[src/rtl/sdr_burst_pkg.sv]
package sdr_burst_pkg;

    typedef enum logic [1:0] {
        OP_READ  = 2'b00,
        OP_WRITE = 2'b01,
        OP_PRE   = 2'b10,
        OP_TBST  = 2'b11
    } sdr_op_e;

    typedef enum logic [1:0] {
        ST_IDLE   = 2'b00,
        ST_RD_RUN = 2'b01,
        ST_WR_RUN = 2'b10
    } sdr_state_e;

    localparam logic [2:0] BL_1    = 3'b000;
    localparam logic [2:0] BL_2    = 3'b001;
    localparam logic [2:0] BL_4    = 3'b010;
    localparam logic [2:0] BL_8    = 3'b011;
    localparam logic [2:0] BL_FULL = 3'b111;

endpackage

[src/rtl/sdr_col_order.sv]
module sdr_col_order #(
    parameter int COL_W = 8
) (
    input  logic [COL_W-1:0] start,
    input  logic [COL_W-1:0] idx,
    input  logic [COL_W-1:0] mask,
    input  logic             ilv,
    output logic [COL_W-1:0] addr
);

    logic [COL_W-1:0] low_seq;
    logic [COL_W-1:0] low_ilv;

    // wrap inside the aligned block: upper bits come from the start column
    assign low_seq = start + idx;
    assign low_ilv = start ^ idx;

    always_comb begin
        addr = (start & ~mask) | ((ilv ? low_ilv : low_seq) & mask);
    end

endmodule

[src/rtl/sdr_rd_pipe.sv]
module sdr_rd_pipe #(
    parameter int MAX_CL = 3
) (
    input  logic clk,
    input  logic rst_n,
    input  logic rd_access,
    input  logic wr_start,
    input  logic cl3,
    input  logic dqm,
    output logic rd_oe
);

    localparam int MASK_LAT = 2;
    localparam int KILL_FROM = 2;

    logic [MAX_CL-1:0]   stage_q;
    logic [MASK_LAT-1:0] mask_q;
    logic                kill_q;
    logic                tap;

    always_ff @(posedge clk or negedge rst_n) begin
        if (!rst_n) begin
            stage_q <= '0;
            mask_q  <= '0;
            kill_q  <= 1'b0;
        end else begin
            kill_q    <= wr_start;
            mask_q[0] <= dqm;
            for (int k = 1; k < MASK_LAT; k++) begin
                mask_q[k] <= mask_q[k-1];
            end
            stage_q[0] <= rd_access;
            for (int j = 1; j < MAX_CL; j++) begin
                // a WRITE one cycle ago removes every word that would land two or more cycles after it
                stage_q[j] <= (kill_q && j >= KILL_FROM) ? 1'b0 : stage_q[j-1];
            end
        end
    end

    generate
        if (MAX_CL >= 3) begin : g_tap
            assign tap = cl3 ? stage_q[2] : stage_q[1];
        end else begin : g_tap_cl2
            assign tap = stage_q[MAX_CL-1];
        end
    endgenerate

    assign rd_oe = tap && !mask_q[MASK_LAT-1];

    AST_RD_LATENCY: assert property (@(posedge clk) disable iff (!rst_n) rd_oe |-> (cl3 ? $past(rd_access, 3) : $past(rd_access, 2)));
    AST_RD_MASK_LAT: assert property (@(posedge clk) disable iff (!rst_n) $past(dqm, 2) |-> !rd_oe);
    AST_WR_KILLS_RD: assert property (@(posedge clk) disable iff (!rst_n) $past(wr_start, 2) |-> !rd_oe);

endmodule

[src/rtl/sdr_burst_engine.sv]
module sdr_burst_engine
    import sdr_burst_pkg::*;
#(
    parameter int COL_W  = 8,
    parameter int MAX_CL = 3
) (
    input  logic             clk,
    input  logic             rst_n,
    input  logic             cmd_valid,
    input  logic [1:0]       cmd_op,
    input  logic [COL_W-1:0] cmd_col,
    input  logic [2:0]       cfg_bl,
    input  logic             cfg_ilv,
    input  logic             cfg_cl3,
    input  logic             cfg_single_wr,
    input  logic             dqm,
    output logic [COL_W-1:0] col_addr,
    output logic             col_rd,
    output logic             col_wr,
    output logic             wr_capture,
    output logic             rd_oe,
    output logic             burst_end
);

    logic cmd_rd, cmd_wr, cmd_stop, cmd_rw;

    assign cmd_rd   = cmd_valid && (cmd_op == OP_READ);
    assign cmd_wr   = cmd_valid && (cmd_op == OP_WRITE);
    assign cmd_stop = cmd_valid && (cmd_op == OP_PRE || cmd_op == OP_TBST);
    assign cmd_rw   = cmd_rd || cmd_wr;

    sdr_state_e       state_q, state_d;
    logic [COL_W-1:0] start_q, start_d;
    logic [COL_W-1:0] idx_q, idx_d;
    logic [COL_W-1:0] mask_q, mask_d;
    logic             ilv_q, ilv_d;
    logic             full_q, full_d;

    logic [COL_W-1:0] bl_mask;
    logic [COL_W-1:0] cur_start, cur_idx, cur_mask;
    logic             cur_ilv, cur_full, cur_last;

    // burst length minus one doubles as the in-block wrap mask
    always_comb begin
        case (cfg_bl)
            BL_2:    bl_mask = COL_W'(1);
            BL_4:    bl_mask = COL_W'(3);
            BL_8:    bl_mask = COL_W'(7);
            BL_FULL: bl_mask = '1;
            default: bl_mask = '0;
        endcase
    end

    // a new column command overrides the running burst in its own cycle
    always_comb begin
        if (cmd_rw) begin
            cur_start = cmd_col;
            cur_idx   = '0;
            cur_mask  = (cmd_wr && cfg_single_wr) ? '0 : bl_mask;
            cur_full  = (cfg_bl == BL_FULL) && !(cmd_wr && cfg_single_wr);
            cur_ilv   = cfg_ilv && (cfg_bl != BL_FULL);
        end else begin
            cur_start = start_q;
            cur_idx   = idx_q;
            cur_mask  = mask_q;
            cur_full  = full_q;
            cur_ilv   = ilv_q;
        end
        cur_last = !cur_full && (cur_idx == cur_mask);
    end

    sdr_col_order #(.COL_W(COL_W)) u_order (
        .start (cur_start),
        .idx   (cur_idx),
        .mask  (cur_mask),
        .ilv   (cur_ilv),
        .addr  (col_addr)
    );

    // state register
    always_ff @(posedge clk or negedge rst_n) begin
        if (!rst_n) begin
            state_q <= ST_IDLE;
            start_q <= '0;
            idx_q   <= '0;
            mask_q  <= '0;
            ilv_q   <= 1'b0;
            full_q  <= 1'b0;
        end else begin
            state_q <= state_d;
            start_q <= start_d;
            idx_q   <= idx_d;
            mask_q  <= mask_d;
            ilv_q   <= ilv_d;
            full_q  <= full_d;
        end
    end

    // next-state logic
    always_comb begin
        state_d = state_q;
        start_d = start_q;
        idx_d   = idx_q;
        mask_d  = mask_q;
        ilv_d   = ilv_q;
        full_d  = full_q;
        if (cmd_rw) begin
            start_d = cur_start;
            mask_d  = cur_mask;
            ilv_d   = cur_ilv;
            full_d  = cur_full;
            idx_d   = COL_W'(1);
            if (cur_last) state_d = ST_IDLE;
            else          state_d = cmd_rd ? ST_RD_RUN : ST_WR_RUN;
        end else begin
            unique case (state_q)
                ST_IDLE: begin
                    state_d = ST_IDLE;
                end
                ST_RD_RUN, ST_WR_RUN: begin
                    if (cmd_stop || cur_last) state_d = ST_IDLE;
                    else                      idx_d   = idx_q + COL_W'(1);
                end
                default: state_d = ST_IDLE;
            endcase
        end
    end

    // output logic
    always_comb begin
        col_rd = cmd_rd;
        col_wr = cmd_wr;
        if (!cmd_rw) begin
            unique case (state_q)
                ST_IDLE:   ;
                ST_RD_RUN: col_rd = !cmd_stop;
                ST_WR_RUN: col_wr = !cmd_stop;
                default:   ;
            endcase
        end
        wr_capture = col_wr && !dqm;
        burst_end  = ((col_rd || col_wr) && cur_last) || (cmd_stop && state_q != ST_IDLE);
    end

    sdr_rd_pipe #(.MAX_CL(MAX_CL)) u_rd_pipe (
        .clk       (clk),
        .rst_n     (rst_n),
        .rd_access (col_rd),
        .wr_start  (cmd_wr),
        .cl3       (cfg_cl3),
        .dqm       (dqm),
        .rd_oe     (rd_oe)
    );

    AST_WR_SAME_CYCLE: assert property (@(posedge clk) disable iff (!rst_n) (cmd_valid && cmd_op == OP_WRITE && !dqm) |-> wr_capture);
    AST_STOP_HALTS: assert property (@(posedge clk) disable iff (!rst_n) (cmd_valid && cmd_op[1]) |=> ((!col_rd && !col_wr) || (cmd_valid && !cmd_op[1])));
    AST_SINGLE_WR_LEN: assert property (@(posedge clk) disable iff (!rst_n) (cmd_valid && cmd_op == OP_WRITE && cfg_single_wr) |-> burst_end);
    AST_RD_BLOCKS_CAPTURE: assert property (@(posedge clk) disable iff (!rst_n) (cmd_valid && cmd_op == OP_READ) |-> !wr_capture);

endmodule

[config.mk]
export PLATFORM = sky130hd
export DESIGN_NAME = sdr_burst_engine
export DESIGN_NICKNAME = d
export VERILOG_FILES = /design/src/rtl/sdr_burst_pkg.sv /design/src/rtl/sdr_col_order.sv /design/src/rtl/sdr_rd_pipe.sv /design/src/rtl/sdr_burst_engine.sv
export SDC_FILE = /design/constraint.sdc
export NUM_CORES = 1
export LEC_CHECK = 0
export ABC_AREA = 1
export CORE_MARGIN = 5
export CORE_UTILIZATION = 30
export CTS_CLUSTER_DIAMETER = 50
export DETAILED_ROUTE_END_ITERATION = 16
export PLACE_DENSITY_LB_ADDON = 0.3
export REMOVE_ABC_BUFFERS = 1
export SLEW_MARGIN = 5
export SYNTH_ARGS = -nofsm -noshare
export SYNTH_HDL_FRONTEND = slang
export SYNTH_SLANG_ARGS = --single-unit
export TNS_END_PERCENT = 100
[constraint.sdc]
create_clock -name clk -period 6.54 [get_ports clk]
set_input_delay 1.308 -clock clk [delete_from_list [all_inputs] [get_ports clk]]
set_output_delay 1.308 -clock clk [all_outputs]
set_load 0.01 [all_outputs]
; After elaboration in Yosys (flattened, before gate mapping)
; Index checks and enable logic that the tools add are counted.
; Widths: inputs -> output; s select.
[classes]
add_sub_neg = 2
bitwise = 5
muxes = 22
n_reduce_logical = 26
n_eq_ne = 13
[ops]
columns = op, n
row1 = $mux 8, 8
row2 = $pmux 8 s4, 1
row3 = $and 8x8->8, 2
row4 = $logic_and 1x1->1, 11
row5 = $mux 2, 5
row6 = $add 8x1->8 const B, 1
row7 = $add 8x8->8, 1
row8 = $eq 8x8->1, 1
row9 = $mux 1, 8
row10 = $not 8->8, 1
row11 = $or 8x8->8, 1
row12 = $xor 8x8->8, 1
row13 = $eq 2x2->1 const B, 3
row14 = $eq 3x2->1 const B, 2
row15 = $ne 3x3->1 const B, 2
row16 = $logic_not 1->1, 5
row17 = $logic_or 1x1->1, 5
row18 = $eq 2x1->1 const B, 2
row19 = $reduce_bool 2->1, 2
row20 = $eq 3x1->1 const B, 1
row21 = $eq 3x3->1 const B, 1
row22 = $logic_not 2->1, 1
row23 = $ne 2x2->1 const B, 1
row24 = $reduce_and 2->1, 1
row25 = $reduce_or 2->1, 1
[word_totals]
ff_bits = 34
wordCells = 77
out_inout_bits = 13

; Depth between registers and ports, before layout
[depth]
ltp_word = 12
mapped_depth = 18
depth_no_buf = 16

; By module
; A second synthesis with hierarchy kept.
[hier_totals]
hier_cells = 323
hier_area_um2 = 2322.2
[modules_own_cells]
columns = mod, area_each_um2, seq_area_each_um2, cells_per_inst, n_inst
row1 = sdr_burst_engine, 1712.9, 700.7, 230, 1
row2 = sdr_col_order, 429.2, 0.0, 79, 1
row3 = sdr_rd_pipe, 180.2, 150.1, 14, 1

; Least setup slack after synthesis
; OpenSTA, ideal clock, no wires.
[synth_timing]
path_type = input -> output
startpoint = in cmd_valid
endpoint = out col_addr[5]
setup_slack_ns = 1.975
arrival_time_ns = 3.257
n_path_buf = 2
stages = 15
required_time_ns = 5.232
cell_sequence = inv_2 -> nor2_4 -> buf_6 -> buf_6 -> or2_2 -> o21ai_0 -> inv_1 -> ha_1 -> nand3_1 -> nand2_1 -> a21oi_1 -> o21bai_1 -> nand3_1 -> nand2_1 -> o21ai_0
[synth_via]
elab_chain_cells = 7
elab_cells_between_ends = 16
classes_between = add/sub (1) / mux (6) / bitwise (5) / reduce/logical (4)
[synth_rtl]
columns = item, line
row1 = "start, declared", sdr_burst_engine.sv:9  ; input logic cmd_valid,
row2 = "$logic_and 1x1->1, on equally long branches", "sdr_burst_engine.sv:27, sdr_burst_engine.sv:28"
row3 = $logic_or 1x1->1 *, sdr_burst_engine.sv:30  ; assign cmd_rw = cmd_rd || cmd_wr;
row4 = $mux 8 *, sdr_burst_engine.sv:56  ; if (cmd_rw) begin
row5 = named net cur_start[1], sdr_burst_engine.sv:40  ; logic [COL_W-1:0] cur_start, cur_idx, cur_mask;
row6 = $add 8x8->8 *, sdr_col_order.sv:15  ; assign low_seq = start + idx;
row7 = $mux 8 *, sdr_col_order.sv:19  ; addr = (start & ~mask) | ((ilv ? low_ilv : low_seq) & mask);
row8 = $and 8x8->8 *, sdr_col_order.sv:19
row9 = $or 8x8->8 *, sdr_col_order.sv:19
row10 = "end, declared", sdr_burst_engine.sv:17  ; output logic [COL_W-1:0] col_addr,
; The timed path passes the listed nets; every way through them passes the cells marked *.

; Worst setup path after layout
[layout_timing]
startpoint = in cmd_op[1]
endpoint = out col_addr[5]
[layout_via]
elab_chain_cells = 8
elab_cells_between_ends = 18
classes_between = add/sub (1) / eq/ne (1) / mux (6) / bitwise (5) / reduce/logical (5)
[layout_rtl]
columns = item, line
row1 = "start, declared", sdr_burst_engine.sv:10  ; input logic [1:0] cmd_op,
row2 = $eq 2x1->1 or $logic_not 2->1 (tied branches), "sdr_burst_engine.sv:28, sdr_burst_engine.sv:27"
row3 = "$logic_and 1x1->1, on equally long branches", "sdr_burst_engine.sv:28, sdr_burst_engine.sv:27"
row4 = $logic_or 1x1->1 *, sdr_burst_engine.sv:30
row5 = $mux 8 *, sdr_burst_engine.sv:56
row6 = named net cur_start[1], sdr_burst_engine.sv:40
row7 = $add 8x8->8 *, sdr_col_order.sv:15
row8 = $mux 8 *, sdr_col_order.sv:19
row9 = $and 8x8->8 *, sdr_col_order.sv:19
row10 = $or 8x8->8 *, sdr_col_order.sv:19
; Marked as above.

==> impl_metrics.csv <==
group,metric,value,unit
run_status,status,"completed",
cts,cts_resized,0,
sta,finalHoldViolCount,0,
finish,layout_commonest_cell,"nand2_1",
route,dr_total_vias,1993,
placement,gp_congestion,0.8637,
global_routing,grt_start_max_net_pins,35,
floorplan,die_height,96.96,um
route,drt-initial-drc-count,124,
sta,finalMaxSlewViolations,0,
logic_synthesis,ys_warn_count,0,
power,p_per_area,215.9,mW/mm2
cts,cts_inserted_buffers,5,
floorplan,start_util,31.11,%
logic_synthesis,ys_seq_area_share,37.51,%
cts,cts_root_buf,"clkbuf_8",
cts,clkTransAtPathRegs,0.07,ns
floorplan,rows,31,
setup_path,critPathMaxFanout,16,
route,drc,0,
route,dr.pass1.iters,4,
floorplan,die_w,96.96,um
sta,skew,0.001557,ns
setup_path,crit_end,"col_addr[5]",
setup_path,timing.rr.end,"idx_q[6]",
cts,clk_latency,0.28,ns
finish,utilization,37.85,%
global_routing,grt_pass1_vias,2000,
floorplan,ios,33,
route,routed_wl,5.400,mm
sta,max_slew.worst_pin.slew,0.4885,ns
setup_path,rr_startpoint,"idx_q[1]",
placement,dp_hpwl,4.160,mm
global_routing,antenna_found_initial,0,
finish,layout.nets,371,
cts,cts_hold_buffers,0,
sta,hold_slack,0.3501,ns
sta,fmax,175.3,MHz
cts,h-tree-depth,2,
power,leakagePower,1.426,nW
finish,final_cell_mix,"nand2_1, inv_1, dfrtp_1",
placement,port_buffers,32,
global_routing,grt_util_all_layers,12.12,%
cts,cts_buffer_depth,2,
setup_path,crit_type,"input pin to primary output",
global_routing,gr-total-overflow,0,
logic_synthesis,synthCells,305,
floorplan,die_area,0.009400,mm2
sta,max-slew-margin-rel,67.09,%
logic_synthesis,synth_cell_types,36,
floorplan,core-area,0.007292,mm2
cts,cts_setup_buffers,0,
power,peakVddDrop,64.69,uV
worst_hold_path,hold_class,"flop to flop",
finish,drive_gt1_share,9.172,%
global_routing,grt_pass1_wl,9.425,mm
setup_path,end_kind,"primary output",
setup_path,reg2reg_depth,10,
finish,area_growth,21.68,%
setup_path,cp.arrival,4.40,ns
job,maxCapViolCount,0,
logic_synthesis,synth_seq_cells,34,
sta,fin_crit_sh,87.21,%
sta,rsz0062_at_grt,"false",
route,antenna_left,0,
cts,cts_tree,"built",
sta,period_minus_slack,5.704,ns
finish,diodes,0,
sta,finalSetupViolCount,0,
route,avgRoutedWirePerCell,12.36,um
setup_path,reg2reg_slack,4.80,ns
logic_synthesis,netlist_area,0.002268,mm2
cts,cts_sinks,34,
route,vias_per_cell,4.561,
setup_path,crit_start,"cmd_op[1]",
sta,timing.setup.tns,0,ns
setup_path,required,5.23,ns
setup_path,critPathLaunchType,"input pin",
logic_synthesis,synth.avg_cell_area,7.437,um2
## flip-flops by register name, summed over array words and instances (netlist names), 2 cells and up
name,flops
u_rd_pipe.mask_q,2
start_q,8
idx_q,8
state_q,2
mask_q,8
u_rd_pipe.stage_q,3
## per-stage QoR
stage,std cells,instance area [um2],setup slack [ns],total power [mW]
floorplan,297,2211,1.973,0.3694
global placement,431,2678,0.8541,0.4424
detailed placement,431,2678,0.8481,0.4449
CTS,437,2760,0.8278,0.6048
global route,437,2760,0.4740,0.6373
finish,437,2760,0.8363,0.5959
## cell families (layout without fill, tap and decap cells)
| family | Yosys count | in the layout | share of synthesized area [%] |
|---|---|---|---|
| fa+ha+maj | 12 | 12 | 6.950 |
| compound gates | 35 | 35 | 9.818 |
| xor+xnor | 7 | 7 | 2.703 |
| mux | 3 | 3 | 1.489 |
| simple gates | 163 | 163 | 31.88 |
| flops | 34 | 34 | 37.51 |
| buf+inv | 51 | 84 | 9.653 |
## report_power, final
| group | switching (mW) | leakage [nW] | internal, mW |
|---|---|---|---|
| clock network | 0.0746 | 0.0431 | 0.0812 |
| registers | 0.0121 | 0.440 | 0.231 |
| logic | 0.113 | 0.943 | 0.0839 |
| total | 0.200 | 1.43 | 0.396 |
## how the worst min path moves through the flow
stage                              startpoint                   to  slack (ns)  cells after the start
after CTS                 u_rd_pipe.mask_q[0]  u_rd_pipe.mask_q[1]        0.35                      0
after global routing      u_rd_pipe.mask_q[0]  u_rd_pipe.mask_q[1]        0.36                      0
after global placement    u_rd_pipe.mask_q[0]  u_rd_pipe.mask_q[1]        0.33                      0
after detailed placement  u_rd_pipe.mask_q[0]  u_rd_pipe.mask_q[1]        0.34                      0
after floorplan           u_rd_pipe.mask_q[0]  u_rd_pipe.mask_q[1]        0.33                      0
final                     u_rd_pipe.mask_q[0]  u_rd_pipe.mask_q[1]        0.35                      0
## worst max-delay path, stage by stage
cell and delay [ns]:
clkdlybuf4s50_1 0.53, inv_2 0.09, nand2_2 0.21, o21ai_0 0.49
inv_1 0.09, ha_1 0.31, nand3_1 0.08, nand2_1 0.12
a21oi_1 0.07, o21bai_1 0.17, a21oi_1 0.09, o21ai_0 0.24
clkdlybuf4s50_1 0.58
## layer usage
| layer | up-vias | wire (um) | global-route usage (%) | part of all wire, % |
|---|---|---|---|---|
| met1 | 915 | 2546 | 15.41 | 47 |
| met2 | 28 | 2589 | 20.33 | 48 |
| met3 | 6 | 186 | 2.878 | 3.4 |
| li1 | 1044 | - | - | - |
| met4 | 0 | 78 | 3.672 | 1.4 |
| met5 | - | 0 | 0 | 0 |
## Yosys cell counts
| library cell | instances | share of area [%] |
|---|---|---|
| nand2_1 | 98 | 16 |
| inv_1 | 41 | 6.8 |
| dfrtp_1 | 34 | 38 |
| nand3_1 | 19 | 4.2 |
| nor2_1 | 15 | 2.5 |
| a21oi_1 | 13 | 2.9 |
| ha_1 | 11 | 6.1 |
| nand4_1 | 11 | 3.0 |
| o21ai_0 | 10 | 2.2 |
| xor2_1 | 5 | 1.9 |
| nor2_2 | 4 | 1.1 |
| nor3_1 | 4 | 0.88 |
| o21ai_2 | 4 | 1.5 |
| buf_4 | 3 | 0.99 |
| mux2_2 | 3 | 1.5 |
| nand2_2 | 3 | 0.83 |
| buf_6 | 2 | 0.99 |
| clkbuf_1 | 2 | 0.33 |
| inv_2 | 2 | 0.33 |
| nand3_2 | 2 | 0.88 |
| nand3b_1 | 2 | 0.66 |
| o21bai_1 | 2 | 0.66 |
| xnor2_1 | 2 | 0.77 |
| a21boi_1 | 1 | 0.33 |
| a21o_1 | 1 | 0.33 |
| a31oi_1 | 1 | 0.28 |
| and2_1 | 1 | 0.28 |
| buf_2 | 1 | 0.22 |
| fa_1 | 1 | 0.88 |
| nand2b_1 | 1 | 0.28 |
| nor2_4 | 1 | 0.50 |
| o211ai_1 | 1 | 0.33 |
| o21ai_4 | 1 | 0.72 |
| o22ai_2 | 1 | 0.55 |
| or2_0 | 1 | 0.28 |
| or2_2 | 1 | 0.28 |
## cell type report
class	instances	area, um2
tap	99	123.9
timing repair buffer	35	342.8
sequential	34	850.8
clock buffer	6	82.58
fill	766	4532
multi-input combinational	220	1199
inverter	43	161.4
Note: power is estimated with default switching activity, not from simulation.
